$ cat config.mk
export PLATFORM = sky130hd
export DESIGN_NAME = uart_rx_addr
export DESIGN_NICKNAME = d
export VERILOG_FILES = /design/src/rtl/uart_rx_addr.sv
export SDC_FILE = /design/constraint.sdc
export NUM_CORES = 1
export LEC_CHECK = 0
export ABC_CLOCK_PERIOD_IN_PS = 2390
export BUFFER_PORTS_ARGS = -buffer_cell sky130_fd_sc_hd__buf_4
export CAP_MARGIN = 25
export CORE_MARGIN = 8
export CORE_UTILIZATION = 52
export CTS_CLUSTER_SIZE = 14
export DETAILED_ROUTE_END_ITERATION = 10
export PLACE_DENSITY_LB_ADDON = 0.12
export SYNTH_ARGS = -nofsm -noshare
export SYNTH_HDL_FRONTEND = slang
export SYNTH_SLANG_ARGS = --single-unit
$ cat constraint.sdc
create_clock -name clk -period 2.39 [get_ports clk]
set_clock_uncertainty 0.15 [all_clocks]
set_input_delay 0.478 -clock clk [delete_from_list [all_inputs] [get_ports clk]]
set_output_delay 0.478 -clock clk [all_outputs]
set_load 0.02 [all_outputs]
$ cat src/rtl/uart_rx_addr.sv
module uart_rx_addr #(
  parameter int OVS = 16
) (
  input  logic       clk,
  input  logic       rst_n,
  input  logic       rx_line,
  input  logic       tick16,
  input  logic       cfg_en,
  input  logic       cfg_nine,
  input  logic       cfg_rx_en,
  input  logic       cfg_addr_filt,
  input  logic       wake_arm,
  input  logic       rd_pop,
  output logic [7:0] rd_data,
  output logic       rd_bit9,
  output logic       ferr,
  output logic       oerr,
  output logic       data_ready,
  output logic       rx_idle,
  output logic       wake_irq,
  output logic       wake_armed
);
  localparam int CW = $clog2(OVS);
  localparam logic [CW-1:0] MID  = CW'(OVS/2 - 1);
  localparam logic [CW-1:0] LAST = CW'(OVS - 1);

  typedef enum logic [2:0] {S_IDLE, S_START, S_DATA, S_STOP, S_HOLD} st_t;

  logic [1:0]    sync;
  logic          rx_s, rx_prev;
  st_t           st;
  logic [CW-1:0] tcnt;
  logic [3:0]    bidx;
  logic [8:0]    shf;
  logic [9:0]    mem [2];
  logic          head;
  logic [1:0]    cnt;
  logic          oerr_q, armed, seen_fall, irq_q;

  assign rx_s = sync[1];

  wire       run      = cfg_en & cfg_rx_en & ~armed & ~wake_arm;
  wire [3:0] last_bit = cfg_nine ? 4'd8 : 4'd7;
  wire       done     = (st == S_STOP) & tick16 & (tcnt == LAST);
  wire       accept   = ~(cfg_nine & cfg_addr_filt) | shf[8];
  wire       pop      = rd_pop & (cnt != 2'd0);
  wire [1:0] cnt_ap   = cnt - {1'b0, pop};
  wire       head_ap  = head ^ pop;
  wire       room     = cnt_ap != 2'd2;
  wire       push     = done & accept & room;
  wire       slot     = head_ap ^ cnt_ap[0];

  always_ff @(posedge clk or negedge rst_n) begin
    if (!rst_n) begin
      sync    <= 2'b11;
      rx_prev <= 1'b1;
    end else begin
      sync    <= {sync[0], rx_line};
      rx_prev <= rx_s;
    end
  end

  always_ff @(posedge clk or negedge rst_n) begin
    if (!rst_n) begin
      st <= S_IDLE; tcnt <= '0; bidx <= '0; shf <= '0;
    end else if (!run) begin
      st <= S_IDLE; tcnt <= '0; bidx <= '0;
    end else begin
      case (st)
        S_IDLE:
          if (tick16 && !rx_s) begin
            st <= S_START; tcnt <= '0; shf <= '0;
          end
        S_START:
          if (tick16) begin
            if (tcnt == MID) begin
              tcnt <= '0; bidx <= '0;
              st   <= rx_s ? S_IDLE : S_DATA;
            end else tcnt <= tcnt + 1'b1;
          end
        S_DATA:
          if (tick16) begin
            if (tcnt == LAST) begin
              tcnt      <= '0;
              shf[bidx] <= rx_s;
              if (bidx == last_bit) st <= S_STOP;
              else bidx <= bidx + 1'b1;
            end else tcnt <= tcnt + 1'b1;
          end
        S_STOP:
          if (tick16) begin
            if (tcnt == LAST) begin
              tcnt <= '0;
              st   <= rx_s ? S_IDLE : S_HOLD;
            end else tcnt <= tcnt + 1'b1;
          end
        S_HOLD:
          if (rx_s) st <= S_IDLE;
        default: st <= S_IDLE;
      endcase
    end
  end

  always_ff @(posedge clk or negedge rst_n) begin
    if (!rst_n) begin
      head <= 1'b0; cnt <= '0; oerr_q <= 1'b0;
      mem[0] <= '0; mem[1] <= '0;
    end else if (!cfg_en) begin
      head <= 1'b0; cnt <= '0; oerr_q <= 1'b0;
    end else begin
      head <= head_ap;
      cnt  <= cnt_ap + {1'b0, push};
      if (push) mem[slot] <= {~rx_s, cfg_nine & shf[8], shf[7:0]};
      if (!cfg_rx_en) oerr_q <= 1'b0;
      else if (done && accept && !room) oerr_q <= 1'b1;
    end
  end

  always_ff @(posedge clk or negedge rst_n) begin
    if (!rst_n) begin
      armed <= 1'b0; seen_fall <= 1'b0; irq_q <= 1'b0;
    end else if (!cfg_en) begin
      armed <= 1'b0; seen_fall <= 1'b0; irq_q <= 1'b0;
    end else begin
      irq_q <= 1'b0;
      if (wake_arm) begin
        armed <= 1'b1; seen_fall <= 1'b0;
      end else if (armed) begin
        if (rx_prev && !rx_s) begin
          irq_q <= 1'b1; seen_fall <= 1'b1;
        end
        if (seen_fall && !rx_prev && rx_s) armed <= 1'b0;
      end
    end
  end

  assign data_ready = cnt != 2'd0;
  assign rd_data    = mem[head][7:0];
  assign rd_bit9    = mem[head][8];
  assign ferr       = data_ready & mem[head][9];
  assign oerr       = oerr_q;
  assign rx_idle    = st == S_IDLE;
  assign wake_irq   = irq_q;
  assign wake_armed = armed;
endmodule


======== Yosys cells after proc, flatten, opt, wreduce, memory -nomap -nowiden ========
Cells that the tools add are included.
storage, ports and cells
  bits of input ports ..................... 10
  flip-flop bits (word level) ............. 50
operators by class
  reduce and logical (&&, ||, !) cells .... 21
  bitwise operators ....................... 20
  magnitude comparators ................... 5
  equal/unequal tests ..................... 27
  add/sub/neg operators ................... 4
  muxes and demuxes ....................... 58
operator list
  cell                 number
  $mux 4               13
  $mux 10              4
  $mux 3               11
  $mux 9               3
  $ne 3x3->1 const B   9
  $bwmux 20            1
  $pmux 9 s2           1
  $mux 1               17
  $pmux 3 s5           1
  $pmux 4 s3           1
  $and 1x1->1          11
  $demux 10 s1         1
  $bwmux 9             1
  $ne 3x1->1 const B   3
  $ne 3x2->1 const B   3
  $reduce_and 9->1     1
  $add 4x1->4 const B  2
  $logic_and 1x1->1    8
  $pmux 4 s2           1
  $eq 3x2->1 const B   2
  $ne 2x2->1 const B   3
  $reduce_and 6->1     1
  $lt 4x5->1 const B   1
  $reduce_and 5->1     1
  other kinds (24)     35

======== Logic depth before layout (Yosys ltp) ========
  word-level depth ........................ 10
  mapped depth ............................ 9
  depth with buffers taken out ............ 8

======== Worst setup path before layout ========
Ideal clock, no wire load.
  kind .................................... reg-to-reg
  from .................................... reg cnt[0]
  to ...................................... reg mem[0] (netlist bit)
  required time ........................... 2,115 ps
  path slack .............................. 218 ps
  cell stages (with the launch flop) ...... 10
  arrival time ............................ 1,897 ps
  setup time .............................. 125 ps
  period minus slack after synthesis ...... 2,172 ps
  cells stage by stage .................... dfrtp_1 > nor2_1 > inv_1 > and2_1 > ha_1 > xor2_1 > nand2_1 > nand4b_1 > buf_6 > mux2_4
on the way
  cells in the longest elaborated chain, start to end .. 10
  elaborated cells between the ends (all ways) .. 15
  classes of those cells .................. 1 x add/sub; 2 x order compare; 1 x eq/ne; 3 x mux; 5 x bitwise; 3 x reduce/logical
ends and longest elaborated chain
  element                                                         line    text
  start, declared                                                 37      logic [1:0] cnt;
  start signal, assigned                                          112     cnt <= cnt_ap + {1'b0, push};
  $reduce_bool 2->1 (*)                                           --
  named net data_ready                                            18      output logic data_ready,
  $and 1x1->1 (*)                                                 46      wire pop = rd_pop & (cnt != 2'd0);
  $sub 2x1->2 or $xor 1x1->1 (tied branches)                      47, 48
  $xor 1x1->1                                                     51      wire slot = head_ap ^ cnt_ap[0];
  $not 1->2                                                       113     if (push) mem[slot] <= {~rx_s, cfg_nine & shf[8], shf[7:0]};
  $ge 2x2->1 (implied by the code) or $lt 2x1->1 (tied branches)  113
  $logic_and 1x1->1 (implied by the code)                         113
  $mux 10 (implied by the code)                                   113
  $demux 10 s1                                                    113
  $bwmux 20                                                       113
  end signal, assigned by index                                   113
  end, declared                                                   35      logic [9:0] mem [2];
Mark *: on every way through the listed nets, which the timed path passes. The rest lies on a longest branch.
A chain may end at the register's enable or synchronous reset.

======== Worst setup path after layout ========
  from .................................... reg cnt[0]
  to ...................................... reg mem[0] (netlist bit)
on the way
  cells in the longest elaborated chain, start to end .. 10
  elaborated cells between the ends (all ways) .. 15
  classes of those cells .................. 1 x add/sub; 2 x order compare; 1 x eq/ne; 3 x mux; 5 x bitwise; 3 x reduce/logical
ends and longest elaborated chain
  element                                                         line
  $reduce_bool 2->1                                               46
  $and 1x1->1                                                     46
  $sub 2x1->2 or $xor 1x1->1 (tied branches)                      47, 48
  $xor 1x1->1                                                     51
  $not 1->2                                                       113
  $ge 2x2->1 (implied by the code) or $lt 2x1->1 (tied branches)  113
  $logic_and 1x1->1 (implied by the code)                         113
  $mux 10 (implied by the code)                                   113
  $demux 10 s1                                                    113
  $bwmux 20                                                       113
Several ways; a longest one is shown, not always the timed one.

==> summary.txt <==
Yosys
  • Leading post-synthesis cells by instance count: sky130_fd_sc_hd__dfrtp_1, sky130_fd_sc_hd__o21ai_0, sky130_fd_sc_hd__mux2_2
  • Post-synth design cell area: 2690 um^2
  • Unique cell type count in the Yosys netlist: 58
  • Most instantiated library cell after synthesis: sky130_fd_sc_hd__dfrtp_1
  • YS warnings: 0
  • Number of standard cells after synthesis: 246
  • Count of flip-flops with a built-in enable after synthesis: 0
  • Number of nets in the synthesized netlist: 262
  • Synth top area share: 43.7%
  • Synth Flop Type: sky130_fd_sc_hd__dfrtp_1
  • Sequential area share after synthesis: about 47%
  • Synth Area per Inst: 11.0 um^2
  • Register bit count reported by yosys: 50
  • Synth async-reset ratio: 100%
  • Cell types occupying the most area after synthesis: sky130_fd_sc_hd__dfrtp_1, sky130_fd_sc_hd__mux2_2, sky130_fd_sc_hd__mux2_4
  • Biggest area consumer among synthesized cells: sky130_fd_sc_hd__dfrtp_1

Worst setup path
  • R2r worst-path depth: 9
  • Startpoint kind of the worst setup timing path: flip-flop
  • Worst setup startpoint: cnt[0]
  • Critical Path End: mem[0]
  • Maximum fanout count along the critical path: 10
  • Startpoint of the lowest-slack register-to-register path: cnt[0]
  • Data required time of the worst path: 2.43 ns
  • CP Class: flip-flop to flip-flop
  • Arrival time of the worst setup path: roughly 2.3 ns
  • Reg-to-reg critical path endpoint: mem[0]
  • Internal reg-to-reg setup slack: 0.17 ns
  • Critical path capture point type: flip-flop

Die
  • I/O pin total: 25
  • Vertical extent of the die: 88.0 um
  • Core area: 5040 um^2
  • Floorplan row count: 26
  • Area enclosed by the die boundary: 7740 um^2
  • Horiz. Die Dim: 88.0 um
  • Initial standard-cell utilization of the core: 53.4%

Route
  • DR vias/cell: 5.63
  • Drt first pass iters: 4
  • # DRC: 0
  • Detailed-route wire length: 5350 um
  • Total vias in the final route: 1947
  • Final ANT Viol Nets: 0
  • Routed len/inst: 15.5 um
  • Drt first-iter violations: 106

Power
  • Pleak: 1.44 nW
  • Max VDD drop: 262 uV
  • Total design power: between 0.0015 and 0.002 W
  • Power density over the cells: 505 nW/um^2

STA
  • Final period utilization: just over 90%
  • Number of setup violations in the final report: 0
  • Rel. slew slack: 57.8%
  • Actual slew at the worst max-slew pin: between 0.6 and 0.7 ns
  • Final sum of negative setup slack: 0 ns
  • Unrepaired setup endpoints after global routing: false
  • Final Hold Vio Count: 0
  • Upper clock frequency limit: 449 MHz
  • Min Tclk post-route: ~2.2 ns
  • Number of max-slew violations in the final report: 0

Hold path
  • Type of the worst min-delay path: input pin to async pin

Clock tree
  • Total of cells resized after clock tree synthesis: 0
  • Count of H-tree levels built during CTS: 2
  • Library cell used as clock root buffer: sky130_fd_sc_hd__clkbuf_8
  • Clock-pin slew on the worst setup and hold paths: 0.08 ns
  • TritonCTS Buffers: 5
  • Clock latency on the worst-skew pair: approximately 0.30 ns
  • Post-CTS Hold Fix Bufs: 0
  • Clock tree from TritonCTS: done
  • Number of post-CTS setup repair buffers: 0
  • Sinks on Clock Net: 50
  • Max clock buf depth: 2

Job
  • Number of maximum-capacitance constraint violations: 0

Placed design
  • Placed Area: 2980 um^2
  • Final Wtd Congestion: 0.864
  • Estimated wirelength of the detail-placed design: 3850 um
  • Quantity of I/O buffers inserted on ports: 24

Global route
  • Global-route wire length before repair: 9390 um
  • Overall track demand over capacity in global routing: 15.3%
  • Total congestion overflow: 0
  • Via count of the first global-routing pass: roughly 2000
  • Maximum number of pins on one net before global-route repair: 51
  • Number of antenna violations at the first check in global routing: 0

Finish
  • Signed area change from the synthesized netlist to the final layout: 13.8%
  • Fraction of layout cells with a size suffix above 1: 29.0%
  • Net count, final: a little under 300
  • Share of the core filled with cells in the final layout: about three fifths
  • Number of inserted diodes: 0
  • Design area: 3070 um^2
  • Number of fill cells: between 400 and 500

Outcome
  • Status: finished, final reports clean
metal layers:
| metal | global-route usage, % | wire length [um] | up-vias |
|---|---|---|---|
| met2 | 22.8 | 2460 | 26 |
| met1 | 20.8 | 2620 | 943 |
| li1 | - | - | 970 |
| met5 | 0 | 0 | - |
| met3 | 3.28 | 188 | 8 |
| met4 | 6.25 | 78 | 0 |
per-stage QoR:
step	std cells	worst slack [ns]	hold slack, ns
final	346	0.165	0.0409
after global routing	346	0.0424	0.0837
after CTS	346	0.137	0.0597
after detailed placement	338	0.164	0.198
after global placement	338	0.216	0.196
after floorplan	246	0.218	0.0324
cells in the final DEF (no fill, tap or decap), types with 2 or more instances in the layout:
| cell | instances |
|---|---|
| sky130_fd_sc_hd__ha_1 | 6 |
| sky130_fd_sc_hd__a21oi_1 | 11 |
| sky130_fd_sc_hd__and3_1 | 3 |
| sky130_fd_sc_hd__nor4_1 | 3 |
| sky130_fd_sc_hd__clkbuf_8 | 5 |
| sky130_fd_sc_hd__o211ai_1 | 2 |
| sky130_fd_sc_hd__nand4_1 | 5 |
| sky130_fd_sc_hd__a31oi_1 | 2 |
| sky130_fd_sc_hd__and2_1 | 4 |
| sky130_fd_sc_hd__nor2b_1 | 4 |
| sky130_fd_sc_hd__nand4b_1 | 3 |
| sky130_fd_sc_hd__o21ai_0 | 20 |
| sky130_fd_sc_hd__xnor2_1 | 4 |
| sky130_fd_sc_hd__nor3_1 | 6 |
| sky130_fd_sc_hd__dfstp_2 | 3 |
| sky130_fd_sc_hd__nand3b_1 | 3 |
| sky130_fd_sc_hd__nor2_1 | 16 |
| sky130_fd_sc_hd__buf_4 | 32 |
| sky130_fd_sc_hd__nand4bb_1 | 2 |
| sky130_fd_sc_hd__nand2_1 | 10 |
| sky130_fd_sc_hd__a32o_1 | 2 |
| sky130_fd_sc_hd__a211oi_1 | 3 |
| sky130_fd_sc_hd__mux2_2 | 18 |
| sky130_fd_sc_hd__inv_1 | 13 |
| sky130_fd_sc_hd__mux2_4 | 9 |
| sky130_fd_sc_hd__nand3_1 | 5 |
| sky130_fd_sc_hd__dfrtp_1 | 47 |
| sky130_fd_sc_hd__mux2i_1 | 4 |
final cells by class:
type	instances	area (um^2)	area share (%)
clock inverters	3	21.3	0.694
well taps	70	87.6	2.86
clock buffers	5	68.8	2.24
inverters	13	48.8	1.59
repair buffers	33	260	8.49
multi-input cells	172	1330	43.2
flip-flops and latches	50	1250	40.9
how the worst min path moves through the flow:
stage	startpoint	endpoint
6_report	rst_n	tcnt[1]
5_1_grt	rst_n	shf[0]
4_1_cts	rst_n	st[1]
3_5_place_dp	sync[0]	sync[1]
3_3_place_gp	sync[0]	sync[1]
2_1_floorplan	rst_n	bidx[0]
where the power goes:
group	switching (W)	internal, W	total, W
Combinational	0.000101	0.0000804	0.000181
Sequential	0.0000232	0.000860	0.000883
Clock	0.000280	0.000206	0.000486
flip-flops by register name, summed over array words and instances (netlist names):
register / cells
sync: 2
shf: 9
mem: 20
head: 1
rx_prev: 1
oerr: 1
wake_armed: 1
bidx: 4
tcnt: 4
wake_irq: 1
seen_fall: 1
cnt: 2
st: 3
cells by family after synthesis:
| kind of cell | Yosys count | share of synthesized area (%) |
|---|---|---|
| and+or+nand+nor | 76 | 17.6 |
| xor gates and xnor gates | 5 | 1.63 |
| muxes | 31 | 14.0 |
| buffers and inverters | 24 | 4.23 |
| AOI/OAI and AO/OA | 54 | 13.2 |
| DFF | 50 | 46.6 |
| adders and majority gates | 6 | 2.79 |
worst max-delay path: stages (launching register included):
cell,delay [ns]
sky130_fd_sc_hd__dfrtp_1,0.41
sky130_fd_sc_hd__nor2_1,0.14
sky130_fd_sc_hd__inv_1,0.06
sky130_fd_sc_hd__and2_1,0.18
sky130_fd_sc_hd__ha_1,0.22
sky130_fd_sc_hd__xor2_1,0.16
sky130_fd_sc_hd__nand2_1,0.14
sky130_fd_sc_hd__nand4b_1,0.17
sky130_fd_sc_hd__buf_12,0.20
sky130_fd_sc_hd__mux2_4,0.29
(Power assumes the default switching activity.)
